### src/rtl/bsu_pkg.sv
package bsu_pkg;

  typedef enum logic [1:0] {
    SEL_RF  = 2'b00,
    SEL_MEM = 2'b01,
    SEL_WB  = 2'b10
  } byp_sel_e;

endpackage

### src/rtl/bsu_hit.sv
// Decides whether one producer stage supplies a usable value for one source.
module bsu_hit #(
  parameter int REG_AW = 5
) (
  input  logic [REG_AW-1:0] src,
  input  logic [REG_AW-1:0] prod_rd,
  input  logic              prod_wen,
  input  logic              prod_ready,
  output logic              hit
);

  localparam logic [REG_AW-1:0] ZERO_REG = '0;

  logic src_live;
  logic rd_equal;

  always_comb begin
    src_live = (src != ZERO_REG);
    rd_equal = (src == prod_rd);
    hit      = src_live && rd_equal && prod_wen && prod_ready;
  end

endmodule

### src/rtl/bsu_prio.sv
// Priority between the two producers: the younger (memory stage) wins.
module bsu_prio
  import bsu_pkg::*;
(
  input  logic     mem_hit,
  input  logic     wb_hit,
  output byp_sel_e sel
);

  always_comb begin
    if (mem_hit) begin
      sel = SEL_MEM;
    end else if (wb_hit) begin
      sel = SEL_WB;
    end else begin
      sel = SEL_RF;
    end
  end

endmodule

### src/rtl/bypass_sel_unit.sv
module bypass_sel_unit
  import bsu_pkg::*;
#(
  parameter int REG_AW = 5
) (
  input  logic [REG_AW-1:0] ex_rs_a,
  input  logic [REG_AW-1:0] ex_rs_b,
  input  logic [REG_AW-1:0] mem_rd,
  input  logic              mem_wen,
  input  logic              mem_is_ld,
  input  logic [REG_AW-1:0] wb_rd,
  input  logic              wb_wen,
  output logic [1:0]        sel_a,
  output logic [1:0]        sel_b
);

  localparam int NUM_OPS = 2;

  logic [REG_AW-1:0] src_v [NUM_OPS];
  byp_sel_e          sel_v [NUM_OPS];
  logic              mem_ready;
  logic              wb_ready;

  // Memory-stage load data does not exist yet; writeback data always does.
  always_comb begin
    mem_ready = !mem_is_ld;
    wb_ready  = 1'b1;
  end

  assign src_v[0] = ex_rs_a;
  assign src_v[1] = ex_rs_b;

  for (genvar op = 0; op < NUM_OPS; op++) begin : g_op
    logic mem_hit;
    logic wb_hit;

    bsu_hit #(.REG_AW(REG_AW)) u_mem_hit (
      .src        (src_v[op]),
      .prod_rd    (mem_rd),
      .prod_wen   (mem_wen),
      .prod_ready (mem_ready),
      .hit        (mem_hit)
    );

    bsu_hit #(.REG_AW(REG_AW)) u_wb_hit (
      .src        (src_v[op]),
      .prod_rd    (wb_rd),
      .prod_wen   (wb_wen),
      .prod_ready (wb_ready),
      .hit        (wb_hit)
    );

    bsu_prio u_prio (
      .mem_hit (mem_hit),
      .wb_hit  (wb_hit),
      .sel     (sel_v[op])
    );
  end

  assign sel_a = sel_v[0];
  assign sel_b = sel_v[1];

endmodule

### config.mk
export PLATFORM = sky130hd
export DESIGN_NAME = bypass_sel_unit
export DESIGN_NICKNAME = d
export VERILOG_FILES = /design/src/rtl/bsu_pkg.sv /design/src/rtl/bsu_hit.sv /design/src/rtl/bsu_prio.sv /design/src/rtl/bypass_sel_unit.sv
export SDC_FILE = /design/constraint.sdc
export NUM_CORES = 1
export LEC_CHECK = 0
export BUFFER_PORTS_ARGS = -buffer_cell sky130_fd_sc_hd__buf_2
export CORE_AREA = 2 2 39 41
export DETAILED_ROUTE_END_ITERATION = 6
export DIE_AREA = 0 0 41 43
export GPL_ROUTABILITY_DRIVEN = 1
export PLACE_DENSITY = 0.57
export REMOVE_ABC_BUFFERS = 1
export SLEW_MARGIN = 20
export SYNTH_ARGS = -nofsm -noshare
export SYNTH_HDL_FRONTEND = slang
export SYNTH_HIERARCHICAL = 1
export SYNTH_SLANG_ARGS = --single-unit
export TNS_END_PERCENT = 1
### constraint.sdc
create_clock -name vclk -period 3.7
set_input_delay 0.74 -clock vclk [all_inputs]
set_output_delay 0.74 -clock vclk [all_outputs]
set_load 0.1 [all_outputs]
Word level (Yosys, flattened, before mapping)
Cells that the tools add are included. W data, S select, Z words.

Bits in registers: 0. Output and inout bits: 4.

Eq/ne operators: 4. Mux-type cells: 4. Reductions and logical operators: 13.

Operator list (number): $eq A5 B5 Y1 (4); $logic_and A1 B1 Y1 (10); $reduce_bool A5 Y1 (2); $mux W2 (4); $logic_not A1 Y1 (1).

Depth between registers and ports, before layout
Gate-level depths: netlist (run 1).

Word-level depth: 5. Depth in mapped cells: 5. Gate-level depth less buffers: 5.

Modules after synthesis
Netlist (run 1), hierarchy kept.

Modules (own cells, without submodules): bsu_hit (times used 4, cells an instance 11, area an instance 73.8 µm², seq. area each 0.0 µm²); bsu_prio (times used 2, cells an instance 2, area an instance 21.3 µm², seq. area each 0.0 µm²); bypass_sel_unit (times used 1, cells an instance 2, area an instance 7.5 µm², seq. area each 0.0 µm²).

Least setup slack after synthesis (run 1)
Ideal clock, no wire load.

Path kind: in2out. From: input port ex_rs_a[1]. To: output port sel_a[1]. Arrival time: 1.985 ns. Required time: 2.960 ns. Slack: 0.975 ns. Stages on the path: 4. Path buffers: 0. Path through: or4_1 -> a21oi_1 -> nor3_1 -> nor2b_4.

Cells in the longest elaborated chain, start to end: 5. Elaborated cells between the ends (all ways): 10. Classes of those cells: eq/ne (2); mux (2); reduce/logical (6).

Ends and longest elaborated chain: from (decl) (RTL line bypass_sel_unit.sv:6) `input logic [REG_AW-1:0] ex_rs_a,`; $eq A5 B5 Y1 or $reduce_bool A5 Y1 (tied branches) (RTL line bsu_hit.sv:19, bsu_hit.sv:18); $logic_and A1 B1 Y1 (*) (3 in a row) (RTL line bsu_hit.sv:20) `hit = src_live && rd_equal && prod_wen && prod_ready;`; named net g_op[0].mem_hit (RTL line bypass_sel_unit.sv:34) `logic mem_hit;`; $mux W2 (*) (RTL line bsu_prio.sv:11) `if (mem_hit) begin`; to (decl) (RTL line bypass_sel_unit.sv:13) `output logic [1:0] sel_a,`.

Mark *: on every way through the listed nets, which the timed path passes. The rest lies on a longest branch.

Worst setup path in the final report (run 1)
From: input port ex_rs_b[1]. To: output port sel_b[0].

Cells in the longest elaborated chain, start to end: 5. Elaborated cells between the ends (all ways): 6. Classes of those cells: eq/ne (1); mux (1); reduce/logical (4).

Ends and longest elaborated chain: from (decl) (RTL line bypass_sel_unit.sv:7) `input logic [REG_AW-1:0] ex_rs_b,`; $eq A5 B5 Y1 or $reduce_bool A5 Y1 (tied branches) (RTL line bsu_hit.sv:19, bsu_hit.sv:18); $logic_and A1 B1 Y1 (*) (3 in a row) (RTL line bsu_hit.sv:20); $mux W2 (*) (RTL line bsu_prio.sv:11); to (decl) (RTL line bypass_sel_unit.sv:14) `output logic [1:0] sel_b`.

Mark *: on every way between the ends. The rest lies on a longest branch, timed or not.

==> impl_results.md, run 1 <==
* Pleak at 0.2291 nW
* Average size of a mapped cell at 6.907 sq um
* Clock share of power at 0
* First drt pass iteration count at 3
* Initial DRC count at 11
* Critical Path AT at 2.16 ns
* Die area at 1763 sq um
* Worst-path fanout max at 4
* Cell internal pwr at 0.00002422 W
* Worst VDD drop at 0.03348 mV
* DP Wirelength at 780.3 um
* Initial Utilization at 0.2495
* Post-CTS Setup Inserts at 0
* Routed WL per cell at 9.609 um
* Initial antenna violation count at 0
* First-pass GRT wire length at 1262 um
* Placer congestion estimate at 0.6969
* Io pins at 27
* Sequential share of the synthesized area at 0
* Sequential share of power at 0
* Crit Path Category: in2out
* Hold WC Path Type: in2out
* Antenna viol nets, final at 0
* Core ar. at 1384 sq um
* Number of distinct library cells after synthesis at 12
* Max Clk Rate at 0.3447 GHz
* Post_cts resized at 0
* Area Growth Syn to Fin at 41.67%
* Placed cell area at 489.2 sq um
* Hold_ws at 2.074 ns
* Die Y at 43 um
* Final WL at 884 um
* Setup crit start kind: input pin
* Required time of the worst setup path at 2.96 ns
* Total GRT Usage at 0.09590
* Drt via density at 4.359
* Vias at 401
* Synth warn at 6
* Power Density at 100.9 nW/um^2
* # setup viols final at 0
* Run status: complete, no violations
* Critical Path End Type: output port
* Fin crit period at 2.901 ns
* Post-Layout Cell Count at 92
* Vias in the first global route at 339
* Register area at 0 sq um
* Sw Pwr at 0.00002513 W
* I/O Buffers at 27
* Clkbuf count at 0
* Gr ovfl total at 0
* Share of layout cells above drive strength 1 at 0.3816
* Largest net degree at the start of global routing at 5
* Slew Limit Fails at 0
* Antenna Cells at 0
* Final hold violations at 0
* Rows at 14
* Switch share at 0.5092
* Die Wd at 41 um
* Final Instance Area at 489.2 sq um
* Fin crit share at 0.7840
* Max cap viols at 0
* Layout sequential cell count at 0
* Part of the power in combinational logic at 1.000
* DP Cell Count at 92
* Post-layout nets at 101
* RSZ-0062 raised after global routing: no
* DRC viols at 0
* Post-Syn Instances at 50
* Hold bufs inserted after CTS at 0
* Mapped Area at 345.3 sq um
-- stage by stage --
stage	setup TNS, ns	total power (W)	setup WS [ns]	util
after floorplan	-2.746	0.00002655	-0.9535	-
after global placement	0	0.00004926	0.8022	0.3535
after global routing	0	0.00005434	0.7355	0.3535
after detailed placement	0	0.00004953	0.7806	0.3535
after CTS	0	0.00004980	0.7777	0.3535
final	0	0.00004935	0.7990	0.3535
-- cell type report --
cell class	instances	area [sq um]
Multi-Input combinational cell	44	315.3
Timing Repair Buffer	27	135.1
Inverter	5	18.77
Tap cell	16	20.02
Fill cell	154	894.6
-- power groups by stage --
stage	Sequential (W)	Clock, W	Combinational, W
4_1_cts	0	0	0.0000498
3_3_place_gp	0	0	0.0000493
2_1_floorplan	0	0	0.0000266
6_report	0	0	0.0000494
3_5_place_dp	0	0	0.0000495
5_1_grt	0	0	0.0000543
-- cells in the final DEF (no fill, tap or decap) --
cell type	count
inv_1	5
conb_1	2
xnor2_1	12
nand2_1	4
xor2_1	4
a211o_1	4
nor2b_4	2
buf_2	27
or4_1	4
a21oi_1	4
nor3_1	4
nand3_1	4
-- cells by family after synthesis --
logic type | synth area share
buf+inv | 0.09782
compound gates | 0.1594
xor+xnor | 0.4058
other cells | 0.01086
simple gates | 0.3261
-- worst max-delay path, stage by stage --
cell	delay [ns]
buf_2	0.13
xor2_1	0.15
a211o_1	0.26
nor3_1	0.37
buf_2	0.51
-- final timing paths --
path / slack (ns) / cells after the start / start / to
worst max-delay path: 0.80 / 5 / ex_rs_b[1] / sel_b[0]
worst min-delay path: 2.07 / 4 / ex_rs_a[0] / sel_a[0]
-- cells in the mapped netlist (all sizes together) --
| cell type | instances | area, sq um |
|---|---|---|
| nand3 | 4 | 20.02 |
| nor2b | 2 | 27.53 |
| inv | 5 | 18.77 |
| a21oi | 4 | 20.02 |
| nor3 | 4 | 20.02 |
| buf | 2 | 15.01 |
| xor2 | 4 | 35.03 |
| conb | 1 | 3.750 |
| xnor2 | 12 | 105.1 |
| or4 | 4 | 30.03 |
| a211o | 4 | 35.03 |
| nand2 | 4 | 15.01 |
-- metal layers --
layer | track usage | part of all wire | up-vias
met2 | 0.1688 | 0.41 | 19
met5 | 0 | 0 | -
li1 | - | - | 221
met3 | 0.01047 | 0.11 | 0
met1 | 0.1266 | 0.48 | 161
met4 | 0 | 0 | 0
Power figures use the tool's default switching activity.
==> run 2, diff against run 1 <==
--- a/config.mk
+++ b/config.mk
@@ -10,7 +10,7 @@
 export DETAILED_ROUTE_END_ITERATION = 6
 export DIE_AREA = 0 0 41 43
 export GPL_ROUTABILITY_DRIVEN = 1
-export PLACE_DENSITY = 0.57
+export PLACE_DENSITY = 0.59
 export REMOVE_ABC_BUFFERS = 1
 export SLEW_MARGIN = 20
 export SYNTH_ARGS = -nofsm -noshare
==> constraint.sdc (replaced) <==
create_clock -name vclk -period 2.6
set_input_delay 0.52 -clock vclk [all_inputs]
set_output_delay 0.52 -clock vclk [all_outputs]
set_load 0.1 [all_outputs]
==> run 2 against run 1 <==
Against the previous run:
- count of clock-buffer cells in the layout did not move
- global-route usage rose by 0.90 points
- worst setup slack got worse by 0.50 ns
- critical path type unchanged
- core utilization rose by 5.4 points
- final cell count rose by 2.2%
- cell area rose by 15%
==> impl_results.md, run 2 (same netlist as run 1, synthesis figures left out) <==
* Routed WL per cell at 9.606 um (was 9.609 um)
* # setup viols final at 0 (unchanged)
* Hold path cells at 6 (was 4)
* Largest net degree at the start of global routing at 5 (unchanged)
* Run status: complete, no violations (unchanged)
* Hold bufs inserted after CTS at 0 (unchanged)
* Drt via density at 4.596 (was 4.359)
* Max Clk Rate at 0.4337 GHz
* I/O Buffers at 27 (unchanged)
* Vias at 432 (was 401)
* First-pass GRT wire length at 1421 um (was 1262 um)
* Max cap viols at 0 (unchanged)
* DP Cell Count at 94 (was 92)
* Area Growth Syn to Fin at 63.41% (was 41.67%)
* Share of layout cells above drive strength 1 at 0.3974 (was 0.3816)
* Gr ovfl total at 0 (unchanged)
* Critical Path AT at 1.79 ns (was 2.16 ns)
* Clock share of power at 0 (about the same)
* Die area at 1763 sq um (unchanged)
* Fin crit period at 2.306 ns
* Total Power at 0.00007316 W (was 0.00004935 W)
* Antenna viol nets, final at 0 (unchanged)
* Switch share at 0.4963 (was 0.5092)
* Placer congestion estimate at 0.7330 (was 0.6969)
* Post-Layout Cell Count at 94 (was 92)
* Register area at 0 sq um (unchanged)
* Power Density at 129.6 nW/um^2 (was 100.9 nW/um^2)
* Die Wd at 41 um (unchanged)
* RSZ-0062 raised after global routing: no (unchanged)
* Final WL at 903 um (was 884 um)
* Layout sequential cell count at 0 (unchanged)
* Post-layout nets at 103 (was 101)
* Setup crit start kind: input pin (unchanged)
* DP Wirelength at 806.1 um (was 780.3 um)
* Critical Path End Type: output port (unchanged)
* DRC viols at 0 (unchanged)
* Hold WC Path Type: in2out (unchanged)
* Cell internal pwr at 0.00003685 W (was 0.00002422 W)
* Sequential share of power at 0 (about the same)
* Slew Limit Fails at 0 (unchanged)
* Pleak at 0.2503 nW (was 0.2291 nW)
* Rows at 14 (unchanged)
* Total GRT Usage at 0.1049 (was 0.09590)
* Io pins at 27 (unchanged)
* Sum Neg Setup Slack at 0 ns (unchanged)
* Sw Pwr at 0.00003631 W (was 0.00002513 W)
* Post-CTS Setup Inserts at 0 (unchanged)
* Fin crit share at 0.8869
* Die Y at 43 um (unchanged)
* Initial antenna violation count at 0 (unchanged)
* Clkbuf count at 0 (unchanged)
* Final hold violations at 0 (unchanged)
* Crit-path max cell delay at 0.36 ns (was 0.51 ns)
* First drt pass iteration count at 3 (unchanged)
* CP max-delay cell: nor3_1 (was buf_2)
* Final core occ at 0.4078 (was 0.3535)
* Initial DRC count at 2 (was 11)
* Hold Path Sink: sel_b[1] (was sel_a[0])
* Worst VDD drop at 0.05060 mV (was 0.03348 mV)
* Commonest non-fill, non-tap cell in the layout: buf_2 (unchanged)
* Part of the power in combinational logic at 1.000 (about the same)
* Antenna Cells at 0 (unchanged)
* Hold_sp: wb_rd[4] (was ex_rs_a[0])
* Vias in the first global route at 408 (was 339)
* Core ar. at 1384 sq um (unchanged)
* Required time of the worst setup path at 2.08 ns (was 2.96 ns)
* CP cell instances: buf_2, xor2_1, a211o_1, nor3_1, buf_4, buf_12 (was buf_2, xor2_1, a211o_1, nor3_1, buf_2)
* Crit Path Category: in2out (unchanged)
* Worst-path fanout max at 4 (unchanged)
* Most frequent cells in the layout: buf_2 (23), xnor2_1 (12), inv_1 (5) (was buf_2 (27), xnor2_1 (12), inv_1 (5))
* Initial Utilization at 0.2495 (unchanged)
* Post_cts resized at 0 (unchanged)
[run 2: metrics by stage]
stage,worst slack [ns],area [sq um],hold slack [ns]
floorplan,-1.613,334.1,1.380
global placement,0.2837,564.3,1.590
detailed placement,0.2913,564.3,1.591
CTS,0.2820,564.3,1.592
global route,0.1861,564.3,1.624
finish,0.2942,564.3,1.591
[run 2: critical path: cells and delay by family]
| kind | cells | cell delay [ns] |
|---|---|---|
| AO/OA/AOI/OAI | 1 | 0.26 |
| XOR/XNOR | 1 | 0.16 |
| buffers and inverters | 3 | 0.49 |
| AND/OR/NAND/NOR | 1 | 0.36 |
[run 2: final cells by class]
type               count  area (sq um)
fillers              147         819.5
multi-input cells     44         315.3
repair buffers        29         210.2
well taps             16         20.02
inverters              5         18.77
[run 2: power by group through the flow]
stage / Sequential, W / Clock (W) / Combinational (W)
2_1_floorplan: 0 / 0 / 0.0000378
3_3_place_gp: 0 / 0 / 0.0000726
3_5_place_dp: 0 / 0 / 0.0000733
4_1_cts: 0 / 0 / 0.0000736
5_1_grt: 0 / 0 / 0.0000809
6_report: 0 / 0 / 0.0000732
[run 2: worst max path at each step]
| stage | startpoint | to | slack, ns | depth (start not counted) |
|---|---|---|---|---|
| after floorplan | ex_rs_a[1] | sel_a[1] | -1.61 | 4 |
| after global placement | ex_rs_b[1] | sel_b[0] | 0.28 | 6 |
| after detailed placement | ex_rs_b[1] | sel_b[0] | 0.29 | 6 |
| after CTS | ex_rs_b[1] | sel_b[0] | 0.28 | 6 |
| after global routing | ex_rs_b[1] | sel_b[0] | 0.19 | 6 |
| final | ex_rs_b[1] | sel_b[0] | 0.29 | 6 |
[run 2: routing by layer]
layer  GRT usage  up-vias  share of wire
met3    0.005236        0          0.099
met5           0        -              0
met4           0        0              0
met1      0.1392      189           0.47
li1            -      225              -
met2      0.1875       18           0.43
